$ cat config.mk
export PLATFORM = sky130hd
export DESIGN_NAME = fll_lock_mon
export DESIGN_NICKNAME = d
export VERILOG_FILES = /design/src/rtl/fll_lock_pkg.sv /design/src/rtl/fll_err_calc.sv /design/src/rtl/fll_lock_fsm.sv /design/src/rtl/fll_filt_strobe.sv /design/src/rtl/fll_lock_mon.sv
export SDC_FILE = /design/constraint.sdc
export NUM_CORES = 1
export LEC_CHECK = 0
export BUFFER_PORTS_ARGS = -buffer_cell sky130_fd_sc_hd__buf_2
export CORE_AREA = 4 4 98 100
export CTS_CLUSTER_SIZE = 12
export DETAILED_ROUTE_END_ITERATION = 7
export DIE_AREA = 0 0 102 104
export PLACE_DENSITY = 0.74
export SLEW_MARGIN = 10
export SYNTH_ARGS = -nofsm -noshare
export SYNTH_HDL_FRONTEND = slang
export SYNTH_SLANG_ARGS = --single-unit
$ cat constraint.sdc
create_clock -name clk_i -period 3.2 [get_ports clk_i]
set_clock_uncertainty 0.2 [all_clocks]
set_input_delay 0.48 -clock clk_i [delete_from_list [all_inputs] [get_ports clk_i]]
set_output_delay 0.48 -clock clk_i [all_outputs]
set_load 0.05 [all_outputs]
$ cat src/rtl/fll_lock_pkg.sv
package fll_lock_pkg;
  typedef enum logic {
    ST_ACQ  = 1'b0,
    ST_LOCK = 1'b1
  } lock_st_e;
endpackage

$ cat src/rtl/fll_err_calc.sv
module fll_err_calc #(
  parameter int CNT_W = 12,
  localparam int ERR_W = CNT_W + 1
) (
  input  logic [CNT_W-1:0]        pulse_cnt_i,
  input  logic [CNT_W-1:0]        mult_tgt_i,
  input  logic signed [ERR_W-1:0] acq_min_i,
  input  logic signed [ERR_W-1:0] acq_max_i,
  input  logic signed [ERR_W-1:0] hold_min_i,
  input  logic signed [ERR_W-1:0] hold_max_i,
  output logic signed [ERR_W-1:0] err_o,
  output logic                    in_acq_o,
  output logic                    in_hold_o
);
  always_comb begin
    err_o     = $signed({1'b0, pulse_cnt_i}) - $signed({1'b0, mult_tgt_i});
    // acquire bounds exclusive, hold bounds inclusive
    in_acq_o  = (err_o > acq_min_i) && (err_o < acq_max_i);
    in_hold_o = (err_o >= hold_min_i) && (err_o <= hold_max_i);
  end
endmodule

$ cat src/rtl/fll_lock_fsm.sv
module fll_lock_fsm
  import fll_lock_pkg::*;
#(
  parameter int LOCK_SAMPLES = 4,
  localparam int SC_W = $clog2(LOCK_SAMPLES + 1)
) (
  input  logic clk_i,
  input  logic rst_ni,
  input  logic engaged_i,
  input  logic clk_off_i,
  input  logic off_planned_i,
  input  logic smp_v_i,
  input  logic in_acq_i,
  input  logic in_hold_i,
  input  logic stat_rd_i,
  input  logic flag_wr1_i,
  input  logic lol_rst_en_i,
  output logic locked_o,
  output logic lol_flag_o,
  output logic div2r_o,
  output logic lol_rst_req_o
);
  localparam logic [SC_W-1:0] SC_LAST = SC_W'(LOCK_SAMPLES - 1);

  lock_st_e        st_q, st_d;
  logic [SC_W-1:0] cnt_q, cnt_d;
  logic            ever_q, ever_d;
  logic            flag_q, rd_arm_q, off_q, unexp_q, req_q;
  logic            loss_evt, wake_evt, flag_set;

  always_comb begin
    st_d     = st_q;
    cnt_d    = cnt_q;
    ever_d   = ever_q;
    loss_evt = 1'b0;
    if (!engaged_i || clk_off_i) begin
      st_d  = ST_ACQ;
      cnt_d = '0;
      if (!engaged_i) ever_d = 1'b0;
    end else if (smp_v_i) begin
      unique case (st_q)
        ST_ACQ: begin
          if (!in_acq_i) begin
            cnt_d = '0;
          end else if (cnt_q == SC_LAST) begin
            st_d   = ST_LOCK;
            cnt_d  = '0;
            ever_d = 1'b1;
          end else begin
            cnt_d = cnt_q + 1'b1;
          end
        end
        ST_LOCK: begin
          if (!in_hold_i) begin
            st_d     = ST_ACQ;
            loss_evt = 1'b1;
          end
        end
        default: st_d = ST_ACQ;
      endcase
    end
  end

  assign wake_evt = off_q && !clk_off_i && unexp_q;
  assign flag_set = loss_evt || wake_evt;

  always_ff @(posedge clk_i or negedge rst_ni) begin
    if (!rst_ni) begin
      st_q     <= ST_ACQ;
      cnt_q    <= '0;
      ever_q   <= 1'b0;
      flag_q   <= 1'b0;
      rd_arm_q <= 1'b0;
      off_q    <= 1'b0;
      unexp_q  <= 1'b0;
      req_q    <= 1'b0;
    end else begin
      st_q   <= st_d;
      cnt_q  <= cnt_d;
      ever_q <= ever_d;
      off_q  <= clk_off_i;
      req_q  <= flag_set && lol_rst_en_i;
      if (clk_off_i && !off_planned_i) unexp_q <= 1'b1;
      else if (!clk_off_i)             unexp_q <= 1'b0;
      if (flag_wr1_i)     rd_arm_q <= 1'b0;
      else if (stat_rd_i) rd_arm_q <= 1'b1;
      // set wins over a simultaneous clear
      if (flag_set) flag_q <= 1'b1;
      else if (flag_wr1_i && rd_arm_q && !lol_rst_en_i) flag_q <= 1'b0;
    end
  end

  assign locked_o      = (st_q == ST_LOCK);
  assign lol_flag_o    = flag_q;
  assign div2r_o       = !ever_q;
  assign lol_rst_req_o = req_q;


  lock_rise_chk: assert property (@(posedge clk_i) disable iff (!rst_ni)
    $rose(locked_o) |-> $past(smp_v_i) && $past(in_acq_i));

  flag_rise_chk: assert property (@(posedge clk_i) disable iff (!rst_ni)
    $rose(flag_q) |-> $fell(locked_o) || $past(unexp_q));

  flag_clear_chk: assert property (@(posedge clk_i) disable iff (!rst_ni)
    $fell(flag_q) |-> $past(flag_wr1_i) && !$past(lol_rst_en_i));

  first_lock_hist_chk: assert property (@(posedge clk_i) disable iff (!rst_ni)
    $rose(div2r_o) |-> !$past(engaged_i));
endmodule

$ cat src/rtl/fll_filt_strobe.sv
module fll_filt_strobe #(
  parameter int CNT_W = 12,
  localparam int ERR_W = CNT_W + 1,
  localparam int ACC_W = ERR_W + 2
) (
  input  logic                    clk_i,
  input  logic                    rst_ni,
  input  logic                    smp_v_i,
  input  logic                    locked_i,
  input  logic signed [ERR_W-1:0] err_i,
  output logic                    upd_o,
  output logic signed [ERR_W-1:0] upd_err_o
);
  logic [1:0]              ph_q;
  logic signed [ACC_W-1:0] acc_q, sum_w, avg_w;

  assign sum_w = acc_q + {{2{err_i[ERR_W-1]}}, err_i};
  assign avg_w = sum_w >>> 2;

  always_ff @(posedge clk_i or negedge rst_ni) begin
    if (!rst_ni) begin
      ph_q      <= '0;
      acc_q     <= '0;
      upd_o     <= 1'b0;
      upd_err_o <= '0;
    end else begin
      upd_o <= 1'b0;
      if (!locked_i) begin
        ph_q  <= '0;
        acc_q <= '0;
        if (smp_v_i) begin
          upd_o     <= 1'b1;
          upd_err_o <= err_i;
        end
      end else if (smp_v_i) begin
        if (ph_q == 2'd3) begin
          upd_o     <= 1'b1;
          upd_err_o <= avg_w[ERR_W-1:0];
          ph_q      <= '0;
          acc_q     <= '0;
        end else begin
          ph_q  <= ph_q + 2'd1;
          acc_q <= sum_w;
        end
      end
    end
  end


  upd_follows_sample_chk: assert property (@(posedge clk_i) disable iff (!rst_ni)
    upd_o |-> $past(smp_v_i));

  locked_thin_chk: assert property (@(posedge clk_i) disable iff (!rst_ni)
    (upd_o && $past(locked_i)) |=> !upd_o);
endmodule

$ cat src/rtl/fll_lock_mon.sv
module fll_lock_mon #(
  parameter int CNT_W        = 12,
  parameter int LOCK_SAMPLES = 4,
  localparam int ERR_W = CNT_W + 1
) (
  input  logic                    clk_i,
  input  logic                    rst_ni,
  input  logic                    engaged_i,
  input  logic                    cmp_valid_i,
  input  logic [CNT_W-1:0]        pulse_cnt_i,
  input  logic [CNT_W-1:0]        mult_tgt_i,
  input  logic signed [ERR_W-1:0] acq_min_i,
  input  logic signed [ERR_W-1:0] acq_max_i,
  input  logic signed [ERR_W-1:0] hold_min_i,
  input  logic signed [ERR_W-1:0] hold_max_i,
  input  logic                    clk_off_i,
  input  logic                    off_planned_i,
  input  logic                    stat_rd_i,
  input  logic                    flag_wr1_i,
  input  logic                    lol_rst_en_i,
  output logic                    locked_o,
  output logic                    lol_flag_o,
  output logic                    div2r_o,
  output logic                    lol_rst_req_o,
  output logic                    filt_upd_o,
  output logic signed [ERR_W-1:0] filt_err_o
);
  logic signed [ERR_W-1:0] err;
  logic in_acq, in_hold, smp_v;

  assign smp_v = cmp_valid_i && engaged_i && !clk_off_i;

  fll_err_calc #(.CNT_W(CNT_W)) u_err (
    .pulse_cnt_i(pulse_cnt_i), .mult_tgt_i(mult_tgt_i),
    .acq_min_i(acq_min_i), .acq_max_i(acq_max_i),
    .hold_min_i(hold_min_i), .hold_max_i(hold_max_i),
    .err_o(err), .in_acq_o(in_acq), .in_hold_o(in_hold)
  );

  fll_lock_fsm #(.LOCK_SAMPLES(LOCK_SAMPLES)) u_fsm (
    .clk_i(clk_i), .rst_ni(rst_ni), .engaged_i(engaged_i),
    .clk_off_i(clk_off_i), .off_planned_i(off_planned_i),
    .smp_v_i(smp_v), .in_acq_i(in_acq), .in_hold_i(in_hold),
    .stat_rd_i(stat_rd_i), .flag_wr1_i(flag_wr1_i), .lol_rst_en_i(lol_rst_en_i),
    .locked_o(locked_o), .lol_flag_o(lol_flag_o), .div2r_o(div2r_o),
    .lol_rst_req_o(lol_rst_req_o)
  );

  fll_filt_strobe #(.CNT_W(CNT_W)) u_filt (
    .clk_i(clk_i), .rst_ni(rst_ni), .smp_v_i(smp_v), .locked_i(locked_o),
    .err_i(err), .upd_o(filt_upd_o), .upd_err_o(filt_err_o)
  );
endmodule

# Word-level counts from Yosys, hierarchy flattened
# Index checks and enable logic that the tools add are counted.
[totals] register_bits=41 out_inout_bits=18 wordCells=94 in_bits=85
[op_classes] n_lt_le_gt_ge=4 n_eq_ne=7 mux=41 n_reduce_logical=25 add_sub_neg=4 bitwise_logic=1
[ops] cell="$mux 13" n=4
[ops] cell="$mux 15" n=3
[ops] cell="$mux 1" n=25
[ops] cell="$add 15x15->15" n=1
[ops] cell="$mux 3" n=5
[ops] cell="$ge 13x13->1" n=1
[ops] cell="$gt 13x13->1" n=1
[ops] cell="$le 13x13->1" n=1
[ops] cell="$lt 13x13->1" n=1
[ops] cell="$sub 12x12->13" n=1
[ops] cell="$logic_and 1x1->1" n=10
[ops] cell="$reduce_bool 2->1" n=5
[ops] cell="$mux 2" n=3
[ops] cell="$ne 2x2->1 const B" n=3
[ops] cell="$logic_not 1->1" n=5
[ops] cell="$reduce_and 5->1" n=1
[ops] cell="$ne 2x1->1 const B" n=2
[ops] cell="$reduce_and 2->1" n=2
[ops] cell="$add 3x1->3 const B" n=1
[ops] cell="$eq 3x2->1 const B" n=1
[ops] cell="$add 2x1->2 const B" n=1
[ops] cell="$eq 2x2->1 const B" n=1
[ops] cell="$logic_or 1x1->1" n=2
[ops] cell="$pmux 1 s2" n=1
[ops] cell="$not 1->1" n=1

# Depth between registers and ports, before layout
# Gate-level depths: netlist of run 1.
[logic_depth] depth_word=9 ltp_mapped=18 ltp_nobuf=18

# Hierarchy
# From an unflattened synthesis of run 1, not the netlist that was laid out.
[hier_totals] cells_unflattened=524 hier_area_um2=4335.4
[modules_own_cells] mod="fll_err_calc" area_each_um2=1943.1 cells_per_inst=281 n_inst=1 seq_area_each_um2=0.0
[modules_own_cells] mod="fll_filt_strobe" area_each_um2=1943.1 cells_per_inst=199 n_inst=1 seq_area_each_um2=775.7
[modules_own_cells] mod="fll_lock_fsm" area_each_um2=440.4 cells_per_inst=43 n_inst=1 seq_area_each_um2=250.2
[modules_own_cells] mod="fll_lock_mon" area_each_um2=8.8 cells_per_inst=1 n_inst=1 seq_area_each_um2=0.0

# Worst setup path before layout of run 1
# No wires, ideal clock.
[synth_timing] path_kind="in2reg" start="input pulse_cnt_i[0]" end="register u_fsm.st_q (netlist: u_fsm.locked_o)" stages=18 slack_ns=-0.760 t_required_ns=2.904 t_arrival_ns=3.664 path_buffers=0 setup_time_ns=0.096 path_cell_list="inv_1 -> ha_1 -> fa_1 -> nor2b_1 -> o31a_1 -> o211ai_1 -> nand2_1 -> nor2_1 -> xnor2_1 -> ha_1 -> a21o_1 -> a211oi_2 -> o2111ai_1 -> o311ai_2 -> o211ai_2 -> nor2_4 -> a31oi_1 -> a311oi_2"
[synth_via] elab_chain_cells=7 word_cells_on_any_way=12 classes_between="add/sub: 1; order compare: 4; mux: 5; reduce/logical: 2"
[synth_lines] item="start, declared" line_no="fll_lock_mon.sv:10" rtl="input logic [CNT_W-1:0] pulse_cnt_i,"
[synth_lines] item="$sub 12x12->13 *" line_no="fll_err_calc.sv:16" rtl="err_o = $signed({1'b0, pulse_cnt_i}) - $signed({1'b0, mult_tgt_i});"
[synth_lines] item="$ge 13x13->1, or another cell as far along" line_no="fll_err_calc.sv:19" rtl="in_hold_o = (err_o >= hold_min_i) && (err_o <= hold_max_i);"
[synth_lines] item="$logic_and 1x1->1 (on tied branches)" line_no="fll_err_calc.sv:19, fll_err_calc.sv:18"
[synth_lines] item="$mux 1 (on tied branches)" line_no="fll_lock_fsm.sv:54, fll_lock_fsm.sv:43"
[synth_lines] item="$pmux 1 s2 *" line_no="fll_lock_fsm.sv:41" rtl="unique case (st_q)"
[synth_lines] item="$mux 1 *" line_no="fll_lock_fsm.sv:40" rtl="end else if (smp_v_i) begin"
[synth_lines] item="$mux 1 *" line_no="fll_lock_fsm.sv:36" rtl="if (!engaged_i || clk_off_i) begin"
[synth_lines] item="end signal, assigned" line_no="fll_lock_fsm.sv:78" rtl="st_q <= st_d;"
[synth_lines] item="end, declared" line_no="fll_lock_fsm.sv:25" rtl="lock_st_e st_q, st_d;"
# Mark *: on every way between the ends. The rest lies on a longest branch, timed or not. The select of a mux whose other input is x is not followed.
# A chain may end at the register's enable or synchronous reset.

# Worst setup path after layout of run 1
[layout_timing] start="input pulse_cnt_i[1]" end="register u_fsm.cnt_q[0]"
[layout_via] elab_chain_cells=7 word_cells_on_any_way=8 classes_between="add/sub: 1; order compare: 2; mux: 4; reduce/logical: 1"
[layout_lines] item="$sub 12x12->13 *" line_no="fll_err_calc.sv:16"
[layout_lines] item="$gt 13x13->1 / $lt 13x13->1 (equally long branches)" line_no="fll_err_calc.sv:18" rtl="in_acq_o = (err_o > acq_min_i) && (err_o < acq_max_i);"
[layout_lines] item="$logic_and 1x1->1 *" line_no="fll_err_calc.sv:18"
[layout_lines] item="$mux 3 *" line_no="fll_lock_fsm.sv:43" rtl="if (!in_acq_i) begin"
[layout_lines] item="$mux 3 *" line_no="fll_lock_fsm.sv:41"
[layout_lines] item="$mux 3 *" line_no="fll_lock_fsm.sv:40"
[layout_lines] item="$mux 3 *" line_no="fll_lock_fsm.sv:36"
[layout_lines] item="end signal, assigned" line_no="fll_lock_fsm.sv:79" rtl="cnt_q <= cnt_d;"
[layout_lines] item="end, declared" line_no="fll_lock_fsm.sv:26" rtl="logic [SC_W-1:0] cnt_q, cnt_d;"
# Marks and branches as above.

==> metrics.yaml, run 1 <==
status: "complete, but fails checks"
violations: "negative setup slack"
ant_nets: 0
syn-num-nets: 655
p_clk_share_pct: 16.7
via_per_inst: 5.61
worst_slew_pin_slew_ns: 0.924
fin_crit_ns: 3.81
design.final.nets: 863
arrival_ns: 3.83
power.density_nw_per_um2: 390
seq_area_frac_synth_pct: 24.1
antenna_found_initial: 0
power_switching_uw: 1020
start_util_pct: 49.0
synth.distinct_cells: 61
finalHoldViolations: 0
cp-end-kind: "flop"
pwr-share-comb_pct: 59.8
path_class: "primary input to flop"
drv_slew: 0
die_area_um2: 10600
cts-root-buf: "clkbuf_8"
drive_gt1_share_pct: 44.5
synthArstFlopShare_pct: 100
wl_per_cell_um: 17.7
pwr-share-seq_pct: 23.5
rows: 34
cts_max_path_buffers: 2
synthesis.area_um2: 4260
cap_violations: 0
switching_share_pct: 40.8
grt_pass1_wl_um: 21200
fp.coreArea_um2: 8680
power.leakage_uw: 0.00341
grt_overflow_total: 0
gp_congestion: 0.905
syn_avg_cell_area_um2: 8.70
synthesis.instances: 489
hold_class: "primary input to asynchronous set/reset pin"
synth_edf_count: 0
yosysWarningCount: 0
crit_fanout: 4
grt_pass1_vias: 4672
fin_hold_ws_ns: 0.104
cts_inserted_buffers: 5
intPower_uw: 1480
path_clk_slew_ns: 0.09
reg2reg_slack_ns: 0.49
first_pass_iters: 5
die_h_um: 104
grt_max_degree: 42
relSlewSlack_pct: 38.4
max_freq_mhz: 262
timing.final.ws_setup_ns: -0.613
via_count: 4520
ys_ff_latch: 41
n_antenna_cell: 0
synthFlopType: "dfrtp_1"
cts_tree: "built"
port-buffer-count: 102
setup_viol: 22
drt_iter0_drc: 183
cts.sinks: 41
die_w_um: 102
rsz0062_at_grt: "yes"
drc: 0
fillerInstances: 631
dp_hpwl_um: 10500
pin_count: 103
worstPathRequired_ns: 3.22
area_growth_pct: 50.2
grt_util_all_layers_pct: 24.7
htreeDepth: 2
routed_wl_um: 14200
crit_path_start_kind: "primary input"
ir_drop_mv: 0.184
post-route-util_pct: 73.7
worstSkewPairLatency_ns: 0.30
period_share_pct: 119
[layer usage]
metal,up-vias,wire length (µm),global-route usage [%]
met5,-,0,0
met4,0,354,6.94
met3,33,828,3.22
met2,189,7260,44.2
met1,2152,5780,30.5
li1,2146,-,-
[worst paths after layout]
check | start | end | depth (start not counted)
setup / recovery | pulse_cnt_i[1] | u_fsm.cnt_q[0] | 17
hold / removal | rst_ni | u_filt.acc_q[0] | 1
setup reg to reg | u_filt.acc_q[0] | u_filt.upd_err_o[10] | 12
hold reg to reg | u_fsm.lol_flag_o | u_fsm.lol_flag_o | 2
max in group asynchronous | rst_ni | u_fsm.ever_q | 1
min in group clk_i | flag_wr1_i | u_fsm.rd_arm_q | 2
[layout by cell type (no fill, tap or decap), drive strengths merged, types with 2 or more instances in the layout]
master,n
o41ai,2
o21a,7
fa,2
o21ai,15
a21o,13
nand3b,2
ha,79
a21oi,38
and3,4
mux2i,9
a211oi,8
xor2,4
nor3,6
nand2,18
o31ai,2
clkbuf,5
a21boi,5
o211ai,4
inv,76
a22o,14
xnor2,17
nor3b,2
and2,4
a31oi,5
mux2,3
dfrtp,41
nor2b,9
buf,209
nor2,40
or2b,3
nand3,7
or3,2
or2,3
nand2b,3
o21bai,3
nand4,9
o31a,4
o311ai,4
clkinv,3
[power by group through the flow]
stage	registers, µW	logic (µW)	clock network (µW)
floorplan	743	625	0
global placement	593	1220	0
detailed placement	597	1260	0
CTS	586	1370	413
global route	591	1610	437
finish	585	1490	417
[metrics by stage]
stage | instance area (µm²) | instances | setup TNS [ns] | power, µW | setup WS (ns)
2_1_floorplan | 4440 | 489 | -4.78 | 1370 | -0.506
3_3_place_gp | 5690 | 777 | -15.86 | 1810 | -0.906
3_5_place_dp | 5690 | 777 | -17.64 | 1860 | -0.938
4_1_cts | 6100 | 796 | -7.31 | 2370 | -0.574
5_1_grt | 6390 | 805 | -11.46 | 2640 | -0.765
6_report | 6390 | 805 | -8.22 | 2490 | -0.613
[repair_timing]
item | 4_1_cts | 5_1_grt
hold buffers | 0 | 0
cloned | 0 | 0
setup endpoints to repair | 24 | 25
buffers inserted | 12 | 11
pin swaps | 37 | 26
resized for setup | 42 | 43
[cell usage after synthesis (2+ instances only)]
master,n,area (µm²)
nand3_1,7,35.0
and3_1,3,18.8
or3_1,2,12.5
o211ai_1,3,22.5
a31oi_1,5,31.3
nand4_1,9,56.3
ha_1,79,988
a21boi_0,5,37.5
o21ai_1,3,15.0
o21ai_2,2,17.5
nand3b_1,2,15.0
xnor2_1,17,149
or2b_2,3,26.3
nor3_1,6,30.0
nand2_1,18,67.6
and2_1,4,25.0
a21o_1,13,97.6
o21a_1,7,52.6
nand2b_1,3,18.8
a22o_1,14,123
mux2i_1,9,90.1
o311ai_2,2,32.5
nor2_1,39,146
o21ai_0,10,50.1
clkbuf_1,6,22.5
a21oi_1,38,190
o31a_1,4,35.0
or2_2,3,18.8
o21bai_1,3,22.5
dfrtp_1,41,1030
nor3b_1,2,15.0
mux2_2,3,33.8
fa_1,2,40.0
inv_1,78,293
xor2_1,4,35.0
a211oi_1,7,52.6
nor2b_1,9,56.3
[cell type report]
| class | instances | area (µm²) | share of cell area (%) |
|---|---|---|---|
| Clock buffer | 5 | 68.8 | 1.08 |
| Multi-Input combinational cell | 362 | 3440 | 53.8 |
| Inverter | 78 | 310 | 4.85 |
| Timing Repair Buffer | 209 | 1380 | 21.6 |
| Clock inverter | 2 | 35.0 | 0.548 |
| Sequential cell | 41 | 1030 | 16.1 |
| Tap cell | 108 | 135 | 2.11 |
[flip-flops by register name, indices dropped and copies added, names as in the netlist, 2 cells and up]
signal / flops
u_filt.acc_q: 15
u_filt.ph_q: 2
u_filt.upd_err_o: 13
u_fsm.cnt_q: 3
[worst max-delay path: stages]
cell and delay, ns:
buf_8 0.10, ha_4 0.22, nor2b_4 0.12, o31a_1 0.29
o41ai_4 0.27, o21ai_2 0.12, o41ai_2 0.30, xnor2_2 0.21
ha_1 0.31, a211oi_2 0.22, o2111ai_1 0.15, o311ai_2 0.26
o211ai_2 0.17, nor2_4 0.14, buf_6 0.12, nand4b_1 0.14
a21oi_2 0.19
[logic make-up (layout without fill, tap and decap cells)]
logic type                 after synthesis  count (layout)  synth area share (%)
xor gates and xnor gates                21              21                  4.32
muxes                                   12              12                  2.91
DFF                                     41              41                  24.1
and+or+nand+nor                        117             117                  14.1
adders and majority gates               81              81                  24.2
AOI/OAI and AO/OA                      131             131                  22.5
buffers and inverters                   86             294                  7.85
Note: power is estimated with default switching activity, not from simulation.
==> run 2, diff against run 1 <==
- CORE_AREA: 4 4 98 100 -> 4 4 109 111
- DIE_AREA: 0 0 102 104 -> 0 0 113 115
- PLACE_DENSITY: 0.74 -> not set
- SKIP_LAST_GASP: not set -> 1
==> run 2 against run 1 <==
Net effect:
- the flow still finishes with violations (negative setup slack)
- power about the same
- die area grew 23%
- via count decreased by 4.9%
- non-clock buffer count increased by 10
- combinational power up 5%
- sequential share of layout area decreased by 0.64 points
- final cell count rose by 5.3%
- routed wire length decreased by 9.8%
- cell area rose by 4.2%
- largest cell class unchanged
- global-route usage fell by 5.4 points
==> metrics.yaml, run 2 (synthesis results as in run 1) <==
path_clk_slew_ns: 0.09  # about the same
via_count: 4300  # was 4520
reg2reg_slack_ns: 0.34  # was 0.49 ns
finalHoldViolations: 0  # unchanged
n_antenna_cell: 0  # unchanged
via_per_inst: 5.07  # was 5.61
setup_viol: 23  # was 22
power.density_nw_per_um2: 374  # was 390 nW/µm²
first_pass_iters: 4  # was 5
grt_pass1_wl_um: 20600  # was 21200 µm
gp_congestion: 0.983  # was 0.905
fin_crit_ns: 3.85  # was 3.81 ns
area_growth_pct: 56.5  # was 50.2%
pin_count: 103  # unchanged
dp_cells: 808  # was 777
drc: 0  # unchanged
crit_path_start_kind: "primary input"  # unchanged
worstPathRequired_ns: 3.21  # was 3.22 ns
place_ws_ns: -0.967  # was -0.938 ns
cts.sinks: 41  # unchanged
antenna_found_initial: 0  # unchanged
power.leakage_uw: 0.00344  # was 0.00341 µW
path_class: "primary input to flop"  # unchanged
intPower_uw: 1470  # was 1480 µW
cap_violations: 0  # unchanged
drive_gt1_share_pct: 46.0  # was 44.5%
crit_fanout: 4  # unchanged
power_uw: 2490  # about the same
arrival_ns: 3.86  # was 3.83 ns
period_share_pct: 120  # was 119%
status: "complete, but fails checks"  # unchanged
power_switching_uw: 1020  # about the same
pwr-share-comb_pct: 63.1  # was 59.8%
max_freq_mhz: 260  # was 262 MHz
fp.coreArea_um2: 10800  # was 8680 µm²
final_common_cell: "buf_4"  # unchanged
violations: "negative setup slack"  # unchanged
hold_class: "primary input to asynchronous set/reset pin"  # unchanged
worst_slew_pin_slew_ns: 0.913  # was 0.924 ns
cts-root-buf: "clkbuf_8"  # unchanged
design.final.nets: 873  # was 863
layout_common_cells: "buf_4 (103), buf_2 (98), inv_1 (75)"  # was buf_4 (99), buf_2 (98), inv_1 (75)
dp_hpwl_um: 9770  # was 10500 µm
fillerInstances: 905  # was 631
timing.final.ws_setup_ns: -0.652  # was -0.613 ns
die_w_um: 113  # was 102 µm
htreeDepth: 2  # unchanged
drv_slew: 0  # unchanged
start_util_pct: 39.4  # was 49.0%
grt_pass1_vias: 4462  # was 4672
wl_per_cell_um: 15.1  # was 17.7 µm
relSlewSlack_pct: 39.1  # was 38.4%
top_regs: "u_filt.acc_q: 15 flops, u_filt.upd_err_o: 13 flops, u_fsm.cnt_q: 3 flops"  # unchanged
ir_drop_mv: 0.280  # was 0.184 mV
grt_max_degree: 42  # unchanged
worstSkewPairLatency_ns: 0.30  # about the same
cts_max_path_buffers: 2  # unchanged
largest_reg_flops: 15  # unchanged
rsz0062_at_grt: "yes"  # unchanged
cts_inserted_buffers: 5  # unchanged
switching_share_pct: 41.1  # was 40.8%
pwr-share-seq_pct: 23.4  # was 23.5%
ant_nets: 0  # unchanged
die_area_um2: 13000  # was 10600 µm²
grt_overflow_total: 0  # unchanged
fin_hold_ws_ns: 0.110  # was 0.104 ns
cp-end-kind: "flop"  # unchanged
routed_wl_um: 12800  # was 14200 µm
drt_iter0_drc: 125  # was 183
finalNonFillerCells: 848  # was 805
regMostFlops: "u_filt.acc_q"  # unchanged
port-buffer-count: 102  # unchanged
die_h_um: 115  # was 104 µm
post-route-util_pct: 61.7  # was 73.7%
cts_tree: "built"  # unchanged
rows: 38  # was 34
grt_util_all_layers_pct: 19.3  # was 24.7%
p_clk_share_pct: 13.5  # was 16.7%
## run 2: cell count changes in the layout (fill, tap and decap cells not counted), sizes merged
cell,previous run,this run
clkinv,3,4
clkinvlp,0,1
buf,209,219
bufinv,1,0
## run 2: metrics by stage
step | TNS (ns) | cell area [µm²]
after floorplan | -4.78 | 4440
after global placement | -15.88 | 5720
after detailed placement | -17.49 | 5720
after CTS | -7.78 | 6250
after global routing | -13.63 | 6660
final | -10.17 | 6660
## run 2: final cells by class
cell class	count	area (µm²)	area share, %
Multi-Input combinational cell	362	3580	53.8
Timing Repair Buffer	219	1480	22.2
Tap cell	140	175	2.63
Sequential cell	41	1030	15.4
Clock inverter	3	17.5	0.263
Inverter	78	310	4.66
Clock buffer	5	68.8	1.03
## run 2: final timing paths
| path | from | endpoint | cells past startpoint |
|---|---|---|---|
| max | pulse_cnt_i[1] | u_fsm.cnt_q[0] | 17 |
| min | rst_ni | u_filt.acc_q[2] | 1 |
| max reg2reg | u_filt.acc_q[0] | u_filt.upd_err_o[12] | 13 |
| min reg2reg | u_fsm.lol_flag_o | u_fsm.lol_flag_o | 2 |
| max in group asynchronous | rst_ni | u_fsm.rd_arm_q | 1 |
| min in group clk_i | flag_wr1_i | u_fsm.rd_arm_q | 2 |
## run 2: routing by layer
layer	GRT usage, %	share of wire [%]	up-vias
li1	-	-	2168
met1	25.6	45	2004
met2	33.3	48	115
met3	2.42	5.4	13
met4	5.29	1.7	0
met5	0	0	-
## run 2: power groups by stage
| stage | combinational (µW) | clock, µW | sequential [µW] |
|---|---|---|---|
| floorplan | 625 | 0 | 743 |
| global placement | 1220 | 0 | 593 |
| detailed placement | 1250 | 0 | 595 |
| CTS | 1420 | 346 | 584 |
| global route | 1720 | 367 | 590 |
| finish | 1570 | 337 | 583 |
## run 2: repair_timing
item                       CTS  global route
hold endpoints to repair     0             0
setup buffers               19            24
hold buffers                 0             0
setup endpoints to repair   22            26
gates resized for setup     63            44
pin swaps                   52            64
gates cloned                 0             0
## run 2: worst max-delay path, cell delays in order
cell and delay (ns):
buf_8 0.10, ha_4 0.22, nor2b_4 0.12, o31a_1 0.28, o41ai_4 0.30, o21ai_2 0.14
o41ai_4 0.28, xnor2_2 0.20, ha_1 0.31, a211oi_2 0.31, o2111ai_2 0.15, o311ai_2 0.27
o211ai_2 0.20, nor2_4 0.13, buf_6 0.11, nand4b_1 0.09, a21oi_1 0.16
==> run 3, diff against run 2 <==
- clock period: 3.2 -> 3.21 ns (I/O delays scaled with it)
==> run 3 against run 2 <==
Net effect:
- clock-buffer cell count unchanged
- final cell count is 1.3% lower
- critical path depth shrank 1
- critical endpoint is now u_fsm.lol_flag_o
- highest routed layer unchanged
- the run still ends with negative setup slack left
- largest power group unchanged
- cell area shrank 4.3%
- first-iteration DRC count is 15% lower
==> metrics.yaml, run 3 (synthesis results as in run 1) <==
finalNonFillerCells: 837  # was 848
timing.final.ws_setup_ns: -0.574  # was -0.652 ns
max_freq_mhz: 264
cts_tree: "built"  # unchanged
grt_pass1_vias: 4390  # was 4462
top_regs: "u_filt.acc_q: 15 flops, u_filt.upd_err_o: 13 flops, u_fsm.cnt_q: 3 flops"  # unchanged
crit_fanout: 4  # unchanged
timing.critical_path.mode_cell: "ha_4"  # was o41ai_4
relSlewSlack_pct: 36.9  # was 39.1%
status: "complete, but fails checks"  # unchanged
violations: "negative setup slack"  # unchanged
worstPathRequired_ns: 3.19  # was 3.21 ns
cap_violations: 0  # unchanged
first_pass_iters: 5  # was 4
hold_class: "primary input to asynchronous set/reset pin"  # unchanged
regMostFlops: "u_filt.acc_q"  # unchanged
path_clk_slew_ns: 0.08  # was 0.09 ns
drive_gt1_share_pct: 43.3  # was 46.0%
cts_inserted_buffers: 5  # unchanged
cp_slowest_cell: "or4_4"  # was ha_1
gp_congestion: 0.983  # unchanged
setup_viol: 22  # was 23
ant_nets: 0  # unchanged
stdcell_area_um2: 6370  # was 6660 µm²
cts-root-buf: "clkbuf_8"  # unchanged
grt_util_all_layers_pct: 19.0  # was 19.3%
path_class: "primary input to flop"  # unchanged
die_h_um: 115  # unchanged
layout_common_cells: "buf_2 (98), buf_4 (98), inv_1 (75)"  # was buf_4 (103), buf_2 (98), inv_1 (75)
dp_cells: 808  # unchanged
die_w_um: 113  # unchanged
rsz0062_at_grt: "yes"  # unchanged
power.leakage_uw: 0.00330  # was 0.00344 µW
fp.coreArea_um2: 10800  # unchanged
grt_max_degree: 42  # unchanged
place_area_um2: 5720  # unchanged
crit_path_start_kind: "primary input"  # unchanged
worst_slew_pin_slew_ns: 0.947  # was 0.913 ns
drc: 0  # unchanged
fillerInstances: 936  # was 905
dp_hpwl_um: 9750  # was 9770 µm
reg2reg_slack_ns: 0.60  # was 0.34 ns
port-buffer-count: 102  # unchanged
power.density_nw_per_um2: 374  # about the same
n_antenna_cell: 0  # unchanged
area_growth_pct: 49.8  # was 56.5%
cp_cell_sequence: "buf_8, ha_4, nor2b_4, o31a_1, o41ai_4, o21ai_2, o41ai_2, xnor2_2, buf_4, buf_6, ha_4, nand4_1, or4_4, a31o_4, a31oi_4, nand2_1"  # was buf_8, ha_4, nor2b_4, o31a_1, o41ai_4, o21ai_2, o41ai_4, xnor2_2, ha_1, a211oi_2, o2111ai_2, o311ai_2, o211ai_2, nor2_4, buf_6, nand4b_1, a21oi_1
wl_per_cell_um: 14.7  # was 15.1 µm
finalHoldViolations: 0  # unchanged
drv_slew: 0  # unchanged
grt_pass1_wl_um: 20100  # was 20600 µm
worstSkewPairLatency_ns: 0.30  # about the same
drt_iter0_drc: 106  # was 125
largest_reg_flops: 15  # unchanged
cp-end-kind: "flop"  # unchanged
period_share_pct: 118
htreeDepth: 2  # unchanged
ir_drop_mv: 0.252  # was 0.280 mV
fin_crit_ns: 3.78
via_count: 4229  # was 4300
pin_count: 103  # unchanged
cts.sinks: 41  # unchanged
die_area_um2: 13000  # unchanged
routed_wl_um: 12300  # was 12800 µm
design.final.nets: 862  # was 873
antenna_found_initial: 0  # unchanged
rows: 38  # unchanged
arrival_ns: 3.77  # was 3.86 ns
cts_max_path_buffers: 2  # unchanged
grt_overflow_total: 0  # unchanged
start_util_pct: 39.4  # unchanged
via_per_inst: 5.05  # was 5.07
worst_path_largest_cell_delay_ns: 0.54  # was 0.31 ns
-- run 3: changes by cell type in the layout (fill, tap and decap cells not counted), moves of 2 or more --
cell,change
nor3_1,+2
nor3_4,-2
buf_4,-5
a21oi_2,-2
ha_4,-5
ha_1,+5
buf_6,-6
a21oi_1,+3
-- run 3: report_power, final --
part | total (µW) | internal (µW) | leakage (µW) | switching [µW]
combinational | 1470 | 692 | 0.00274 | 774
clock | 337 | 150 | 0.0000439 | 186
sequential | 581 | 560 | 0.000526 | 20.9
-- run 3: area by class of cell --
type | count | area (µm²) | area share (%)
well taps | 140 | 175 | 2.75
inverters | 78 | 305 | 4.79
clock buffers | 5 | 68.8 | 1.08
multi-input cells | 362 | 3410 | 53.5
repair buffers | 208 | 1370 | 21.5
clock inverters | 3 | 17.5 | 0.275
flip-flops and latches | 41 | 1030 | 16.1
-- run 3: metal layers --
| layer | GRT usage [%] | vias to the layer above | wire, µm |
|---|---|---|---|
| met1 | 24.8 | 1936 | 5720 |
| li1 | - | 2147 | - |
| met2 | 32.9 | 124 | 5740 |
| met3 | 2.00 | 22 | 589 |
| met4 | 6.17 | 0 | 244 |
| met5 | 0 | - | 0 |
-- run 3: repair_timing --
item                       CTS  global route
setup endpoints to repair   22            26
hold buffers                 0             0
gates resized for setup     45            29
pin swaps                   29            20
buffers inserted            13            13
-- run 3: worst max-delay path, delay by kind of cell --
family          cells  cell delay (ns)
compound gates      6             1.47
simple gates        4             0.80
fa+ha+maj           2             0.47
buf+inv             3             0.38
xor+xnor            1             0.16
-- run 3: path summary, 6_finish.rpt --
kind	cells past startpoint	start	to
worst max-delay path	16	pulse_cnt_i[1]	u_fsm.lol_flag_o
worst min-delay path	1	rst_ni	u_filt.upd_err_o[0]
worst max register to register	11	u_filt.acc_q[0]	u_filt.upd_err_o[10]
worst min register to register	2	u_fsm.lol_flag_o	u_fsm.lol_flag_o
max in group asynchronous	1	rst_ni	u_filt.upd_o
min in group clk_i	2	flag_wr1_i	u_fsm.rd_arm_q
-- run 3: metrics by stage --
step	TNS, ns	hold slack (ns)	setup WS (ns)	power [µW]	utilization, %
floorplan	-4.63	-0.0141	-0.498	1360	-
global placement	-15.65	0.272	-0.873	1810	53.0
detailed placement	-17.20	0.265	-0.976	1840	53.0
CTS	-7.30	0.150	-0.564	2290	56.6
global route	-11.88	0.150	-0.818	2570	59.1
finish	-8.26	0.124	-0.574	2380	59.1
